## src/rtl/pwb_pkg.sv

```systemverilog
package pwb_pkg;
  typedef enum logic [1:0] {
    PH_IDLE = 2'd0,
    PH_ADDR = 2'd1,
    PH_DATA = 2'd2
  } phase_t;
endpackage

```

## src/rtl/pwb_wc_window.sv

```systemverilog
// Write-protect latch: collects the write-control level from Start
// through the address byte, then holds it until the next Start.
module pwb_wc_window (
  input  logic clk,
  input  logic rst_n,
  input  logic start_i,
  input  logic window_i,
  input  logic wc_i,
  output logic protect_o
);
  always_ff @(posedge clk or negedge rst_n) begin
    if (!rst_n)        protect_o <= 1'b0;
    else if (start_i)  protect_o <= wc_i;
    else if (window_i) protect_o <= protect_o | wc_i;
  end
endmodule

```

## src/rtl/pwb_page_buf.sv

```systemverilog
// One page of collected bytes, a per-offset fill mask and the in-page offset counter.
module pwb_page_buf #(
  parameter int PAGE_BYTES = 16
) (
  input  logic                    clk,
  input  logic                    rst_n,
  input  logic                    clear_i,
  input  logic                    load_i,
  input  logic [$clog2(PAGE_BYTES)-1:0] off_i,
  input  logic                    wr_i,
  input  logic [7:0]              byte_i,
  output logic [PAGE_BYTES*8-1:0] data_o,
  output logic [PAGE_BYTES-1:0]   mask_o
);
  localparam int OFF_W = $clog2(PAGE_BYTES);

  logic [OFF_W-1:0] off_q;

  always_ff @(posedge clk or negedge rst_n) begin
    if (!rst_n)      off_q <= '0;
    else if (load_i) off_q <= off_i;
    else if (wr_i)   off_q <= off_q + 1'b1;
  end

  for (genvar g = 0; g < PAGE_BYTES; g++) begin : g_slot
    logic hit;
    assign hit = wr_i && (off_q == OFF_W'(g));
    always_ff @(posedge clk or negedge rst_n) begin
      if (!rst_n) begin
        data_o[g*8 +: 8] <= '0;
        mask_o[g]        <= 1'b0;
      end else begin
        if (hit) data_o[g*8 +: 8] <= byte_i;
        if (clear_i)  mask_o[g] <= 1'b0;
        else if (hit) mask_o[g] <= 1'b1;
      end
    end
  end
endmodule

```

## src/rtl/pwb_write_timer.sv

```systemverilog
// Internal write-time counter; busy while non-zero.
module pwb_write_timer #(
  parameter int CYCLES = 20
) (
  input  logic clk,
  input  logic rst_n,
  input  logic fire_i,
  output logic busy_o
);
  localparam int CNT_W = $clog2(CYCLES + 1);

  logic [CNT_W-1:0] cnt_q;

  always_ff @(posedge clk or negedge rst_n) begin
    if (!rst_n)             cnt_q <= '0;
    else if (fire_i)        cnt_q <= CNT_W'(CYCLES);
    else if (cnt_q != '0)   cnt_q <= cnt_q - 1'b1;
  end

  assign busy_o = (cnt_q != '0);
endmodule

```

## src/rtl/pwb_array.sv

```systemverilog
// Register array; a commit writes the masked bytes of one page in a single cycle.
module pwb_array #(
  parameter int ADDR_W     = 8,
  parameter int PAGE_BYTES = 16
) (
  input  logic                                  clk,
  input  logic                                  rst_n,
  input  logic                                  commit_i,
  input  logic [ADDR_W-$clog2(PAGE_BYTES)-1:0]  page_i,
  input  logic [PAGE_BYTES*8-1:0]               data_i,
  input  logic [PAGE_BYTES-1:0]                 mask_i,
  input  logic [ADDR_W-1:0]                     rd_addr_i,
  output logic [7:0]                            rd_data_o
);
  localparam int OFF_W  = $clog2(PAGE_BYTES);
  localparam int PAGE_W = ADDR_W - OFF_W;
  localparam int DEPTH  = 1 << ADDR_W;

  logic [7:0] cells [DEPTH];

  for (genvar r = 0; r < DEPTH; r++) begin : g_row
    localparam int ROW_PAGE = r / PAGE_BYTES;
    localparam int ROW_OFF  = r % PAGE_BYTES;
    always_ff @(posedge clk or negedge rst_n) begin
      if (!rst_n)
        cells[r] <= '0;
      else if (commit_i && page_i == PAGE_W'(ROW_PAGE) && mask_i[ROW_OFF])
        cells[r] <= data_i[ROW_OFF*8 +: 8];
    end
  end

  assign rd_data_o = cells[rd_addr_i];
endmodule

```

## src/rtl/eeprom_page_writer.sv

```systemverilog
module eeprom_page_writer
  import pwb_pkg::*;
#(
  parameter int ADDR_W       = 8,
  parameter int PAGE_BYTES   = 16,
  parameter int WRITE_CYCLES = 20,
  parameter int COMMIT_SLOT  = 10
) (
  input  logic              clk,
  input  logic              rst_n,
  input  logic              start_i,
  input  logic              addr_valid_i,
  input  logic [ADDR_W-1:0] addr_i,
  input  logic              byte_valid_i,
  input  logic [7:0]        byte_i,
  output logic              byte_ready_o,
  output logic              ack_valid_o,
  output logic              ack_o,
  input  logic              stop_i,
  input  logic [3:0]        stop_slot_i,
  input  logic              wc_i,
  output logic              busy_o,
  input  logic [ADDR_W-1:0] rd_addr_i,
  output logic [7:0]        rd_data_o
);
  localparam int OFF_W  = $clog2(PAGE_BYTES);
  localparam int PAGE_W = ADDR_W - OFF_W;

  phase_t                  phase_q;
  logic                    live, start_ev, addr_ev, stop_ev, byte_fire, store, commit;
  logic                    protect;
  logic [PAGE_W-1:0]       page_q;
  logic [PAGE_BYTES*8-1:0] buf_data;
  logic [PAGE_BYTES-1:0]   buf_mask;

  // All bus-side events are dropped during the internal write time.
  assign live      = !busy_o;
  assign start_ev  = live && start_i;
  assign stop_ev   = live && stop_i && !start_i;
  assign addr_ev   = live && addr_valid_i && phase_q == PH_ADDR && !start_i;
  assign byte_fire = byte_valid_i && byte_ready_o;
  assign store     = byte_fire && phase_q == PH_DATA && !protect && !start_i && !stop_i;
  assign commit    = stop_ev && phase_q == PH_DATA && stop_slot_i == 4'(COMMIT_SLOT)
                     && (|buf_mask) && !protect;

  assign byte_ready_o = live;

  always_ff @(posedge clk or negedge rst_n) begin
    if (!rst_n) begin
      phase_q <= PH_IDLE;
      page_q  <= '0;
    end else if (start_ev) begin
      phase_q <= PH_ADDR;
    end else if (stop_ev) begin
      phase_q <= PH_IDLE;
    end else if (addr_ev) begin
      phase_q <= PH_DATA;
      page_q  <= addr_i[ADDR_W-1:OFF_W];
    end
  end

  always_ff @(posedge clk or negedge rst_n) begin
    if (!rst_n) begin
      ack_valid_o <= 1'b0;
      ack_o       <= 1'b0;
    end else begin
      ack_valid_o <= byte_fire;
      ack_o       <= store;
    end
  end

  pwb_wc_window u_wc (
    .clk       (clk),
    .rst_n     (rst_n),
    .start_i   (start_ev),
    .window_i  (live && phase_q == PH_ADDR),
    .wc_i      (wc_i),
    .protect_o (protect)
  );

  pwb_page_buf #(.PAGE_BYTES(PAGE_BYTES)) u_buf (
    .clk     (clk),
    .rst_n   (rst_n),
    .clear_i (start_ev || stop_ev),
    .load_i  (addr_ev),
    .off_i   (addr_i[OFF_W-1:0]),
    .wr_i    (store),
    .byte_i  (byte_i),
    .data_o  (buf_data),
    .mask_o  (buf_mask)
  );

  pwb_write_timer #(.CYCLES(WRITE_CYCLES)) u_timer (
    .clk    (clk),
    .rst_n  (rst_n),
    .fire_i (commit),
    .busy_o (busy_o)
  );

  pwb_array #(.ADDR_W(ADDR_W), .PAGE_BYTES(PAGE_BYTES)) u_array (
    .clk       (clk),
    .rst_n     (rst_n),
    .commit_i  (commit),
    .page_i    (page_q),
    .data_i    (buf_data),
    .mask_i    (buf_mask),
    .rd_addr_i (rd_addr_i),
    .rd_data_o (rd_data_o)
  );
endmodule

```

## config.mk

```make
export PLATFORM = sky130hd
export DESIGN_NAME = eeprom_page_writer
export DESIGN_NICKNAME = d
export VERILOG_FILES = /design/src/rtl/pwb_pkg.sv /design/src/rtl/pwb_wc_window.sv /design/src/rtl/pwb_page_buf.sv /design/src/rtl/pwb_write_timer.sv /design/src/rtl/pwb_array.sv /design/src/rtl/eeprom_page_writer.sv
export SDC_FILE = /design/constraint.sdc
export NUM_CORES = 2
export LEC_CHECK = 0
export ABC_AREA = 1
export BUFFER_PORTS_ARGS = -buffer_cell sky130_fd_sc_hd__buf_2
export CAP_MARGIN = 20
export CORE_UTILIZATION = 30
export DETAILED_ROUTE_END_ITERATION = 8
export PLACE_DENSITY = 0.49
export REMOVE_ABC_BUFFERS = 1
export SLEW_MARGIN = 40
export SYNTH_ARGS = -nofsm -noshare
export SYNTH_HDL_FRONTEND = slang
export SYNTH_HIERARCHICAL = 1
export SYNTH_SLANG_ARGS = --single-unit
```

## constraint.sdc

```tcl
create_clock -name clk -period 2.9 [get_ports clk]
set_input_delay 0.145 -clock clk [delete_from_list [all_inputs] [get_ports clk]]
set_output_delay 0.145 -clock clk [all_outputs]
set_load 0.02 [all_outputs]
```

==> results.txt <==
- The flow ran to the end, but the final reports show violations.
- The checks that failed: setup timing.
- Die Width: 587 um
* Via count of the first global-routing pass: 82500
- The synthesized netlist occupies a cell area of 0.103 mm2.
- The first global-routing pass estimated 640000 um of wire.
- Synthesis inferred 2210 register bits.
* Register area: 0.0553 mm2
- Count of input and output buffers: 46
* Residual overflow from global routing: 0
- Core Region: 0.340 mm2
- Synthesis warning total: 6
- The share of synthesized area in the top cell type comes to 53.9%.
* Worst R2R Start: u_timer/cnt_q[0]
- In this run, distinct cell masters in the synthesized netlist total 32.
* Fraction of the mapped netlist area in compound gates: 11.5%
* Area grow syn2layout: 20.5%
- Later-pin clock latency in the skew report: 940 ps
* Hold crit path type: in -> async
- Crit Path Category: reg -> out
- After technology mapping, the gate count stands at 12200.
- GR Util All Layers: 25.8%
* Endpoint type of the worst setup path: output port
- Remaining number of nets flagged by the antenna check after routing: 0
* Simple-gate share of the synthesized area: 28.3%
- Vert. Die Dim: 587 um
* Setup violators final: 1
- Across the run, the number of max-cap violations was 0.
- Count of cells along the worst register-to-register path: 13
- For the worst setup path, the data arrival time is 2760 ps.
- Of the post-synthesis cell area, the part taken by muxes is 0%.
* Synth Area in XOR/XNOR: 0.0171%
- The longest clock path from root to sink contains 4 buffers.
- RSZ-0062 raised after global routing: yes
- Post-route DRC: 0
* Main synth FF type: dfrtp_1
- Initial Utilization: 30.2%
* Multi-input gate area in the final layout: 0.0448 mm2
- Of all flip-flops after synthesis, the portion carrying an async set or reset was 100%.
* Worst Setup Start Kind: flip-flop
- Most frequent standard cell in the layout excluding fill and tap cells: nand2_1
- Along the worst path, the maximum fanout reaches 2.
- Final period demand of the worst path: 2900 ps
- Pin count of the biggest net entering global routing: 139
* Maximum clock rate: 0.344 GHz
- Before antenna repair, the detailed router went through 8 iterations.
* Sum of routed wire length over all layers: 455000 um
* Reported leakage power: 54.4 nW
* Number of antenna violations at the first check in global routing: 40
- Dividing the detail-routed wire length by the instance count gives 26.6 um.
- Measured on the finished design, the core utilization comes to 36.4%.
- The worst-case IR drop observed on VDD is 525 uV.
- 47 I/O pins were placed.
- In this run the clock root is driven by a clkbuf_16.
- Synth Area in Adders: 0.0609%
- In this run the number of H-tree levels came out at 4.
- The worst pin sits at a relative slew slack of 40.1%.
- R2R Path End: u_buf/data_o[5]
- CTS tree: built
- Clock slew at reported path FFs: 60 ps
- Minimum setup slack among reg-to-reg paths: 40 ps
- For this run, the post-layout net count is 12400.
* Num rows: 214
- For the pin with the worst max-slew slack, the measured transition is 894 ps.
- Top area cells in the synthesized netlist: dfrtp_1 (54%), nand2_1 (16%), nand3_1 (9.9%), o21ai_0 (5.5%), o21ai_1 (4.1%)
- Vias after detailed routing: 89500
- Clock skew on the completed layout was measured at 70.0 ps.
* Post-synthesis cell type with the largest combined area: dfrtp_1
* Half-perimeter wire length after placement: 299000 um
* Ratio of final minimum period to clock period: 100%
* DRC violation total after the first TritonRoute iteration: 10700
- The library cells used most frequently in the layout, excluding fill and tap cells, are nand2_1 (4301), dfrtp_1 (2200), nand3_1 (1445).
* Cell Pwr Density: 561 mW/mm2
* Fin Setup TNS: -4.85 ps
* Pins Over Slew Limit: 0
* Number of buffers created by CTS: 244
- Hold Vio Cnt, Final: 0
- Sum of internal, switching and leakage power: 69.4 mW
- Drt via density: 5.23
* Syn avg cell area: 8.43 um2
- Cells with a size suffix above 1 make up 18.7% of the layout.
- Min setup slack post-route: -4.85 ps
- The die covers 0.345 mm2.
- Routability congestion estimate: 0.993
- Clock net sink count: 2210
- Filler cells: 35600
- Sequential-to-total area share from yosys stat: 53.9%
- After synthesis, the largest family of logic cells by area is simple AND/OR/NAND/NOR gates.
* Post-route worst hold slack: 82.5 ps
* Number of flops mapped to enable cells by yosys: 0
- For the worst setup path, the data required time is 2760 ps.
## routing by layer
| layer | vias up | part of all wire [%] | GRT usage [%] |
|---|---|---|---|
| met1 | 44300 | 43 | 35.8 |
| li1 | 40800 | - | - |
| met2 | 3641 | 43 | 38.1 |
| met5 | - | 0.033 | 0 |
| met3 | 791 | 7.8 | 4.34 |
| met4 | 6 | 6.3 | 14.1 |
## registers in the layout, summed over array words and instances, names as in the netlist
signal and flops:
ack_o 1, ack_valid_o 1, phase_q 2, u_timer/cnt_q 5, u_array/cells 2048, u_buf/data_o 128
page_q 4, u_buf/off_q 4, u_buf/mask_o 16, u_wc/protect_o 1
## through the flow
step	setup WS [ps]	cell area, um2	cells
floorplan	-3100	96900	11300
global route	-168	124000	17100
global placement	12.7	111000	16600
CTS	-15.3	122000	17100
detailed placement	11.7	111000	16600
finish	-4.85	124000	17100
## logic make-up after synthesis
group / Yosys count
and+or+nand+nor: 6667
DFF: 2210
AOI/OAI and AO/OA: 2200
buffers and inverters: 1098
adders and majority gates: 5
xor gates and xnor gates: 2
## critical path: stages (launching register included)
cell and delay [ps]:
dfrtp_1 380, nand2_1 80, nand3_2 130, nand3_4 170, nand3_2 100, buf_6 170, nand3_2 70, nand3_2 90
nand3_4 160, nand2_2 70, nand2_2 60, nand2_2 70, buf_12 140, buf_8 120
## report_power, final
| part | leakage, nW | total (mW) | internal (mW) | switching [mW] |
|---|---|---|---|---|
| registers | 30.9 | 31.1 | 30.9 | 0.178 |
| clock network | 3.97 | 32.1 | 18.6 | 13.5 |
| logic | 19.6 | 6.15 | 1.80 | 4.36 |
## repair_timing
action | in CTS | in global routing
endpoints found under the setup margin | 8 | 694
gates cloned | 0 | 1
hold endpoints to repair | 2221 | 0
pin swaps | 111 | 167
buffers inserted | 8 | 27
hold buffers | 46 | 0
resized for setup | 522 | 419
## area by class of cell
class / count / area share (%)
Antenna cell: 10 / 0.0202
Clock buffer: 355 / 5.73
Clock inverter: 79 / 0.760
Inverter: 190 / 0.615
Multi-Input combinational cell: 8874 / 36.2
Sequential cell: 2210 / 44.7
Tap cell: 4536 / 4.59
Timing Repair Buffer: 879 / 7.42
## cells in the mapped netlist, types with 2 or more instances
| cell type | instances |
|---|---|
| nand3_4 | 6 |
| buf_12 | 8 |
| inv_1 | 183 |
| inv_2 | 5 |
| nor2_2 | 3 |
| o21ai_2 | 205 |
| o21ai_0 | 1126 |
| ha_1 | 5 |
| buf_1 | 45 |
| nand2_2 | 4 |
| nand3_1 | 2026 |
| buf_6 | 193 |
| buf_8 | 11 |
| nand2_4 | 158 |
| a21oi_1 | 18 |
| xnor2_1 | 2 |
| o21ai_1 | 849 |
| nor2_1 | 24 |
| dfrtp_1 | 2210 |
| nand2_1 | 4421 |
| clkbuf_2 | 8 |
| nand4_1 | 6 |
| buf_2 | 299 |
| clkbuf_1 | 273 |
| nor2_4 | 17 |
| buf_4 | 71 |
## how the worst max path moves through the flow
stage	from	end	slack [ps]	cells past startpoint
finish	u_array/cells[1129]	rd_data_o[1]	-5	13
global route	u_timer/cnt_q[0]	u_buf/data_o[30]	-170	13
CTS	u_array/cells[1540]	rd_data_o[4]	-20	12
detailed placement	rd_addr_i[0]	rd_data_o[5]	10	17
global placement	rd_addr_i[0]	rd_data_o[3]	10	15
floorplan	rd_addr_i[0]	rd_data_o[2]	-3100	11
No activity file was read; power rests on OpenSTA's default activity.
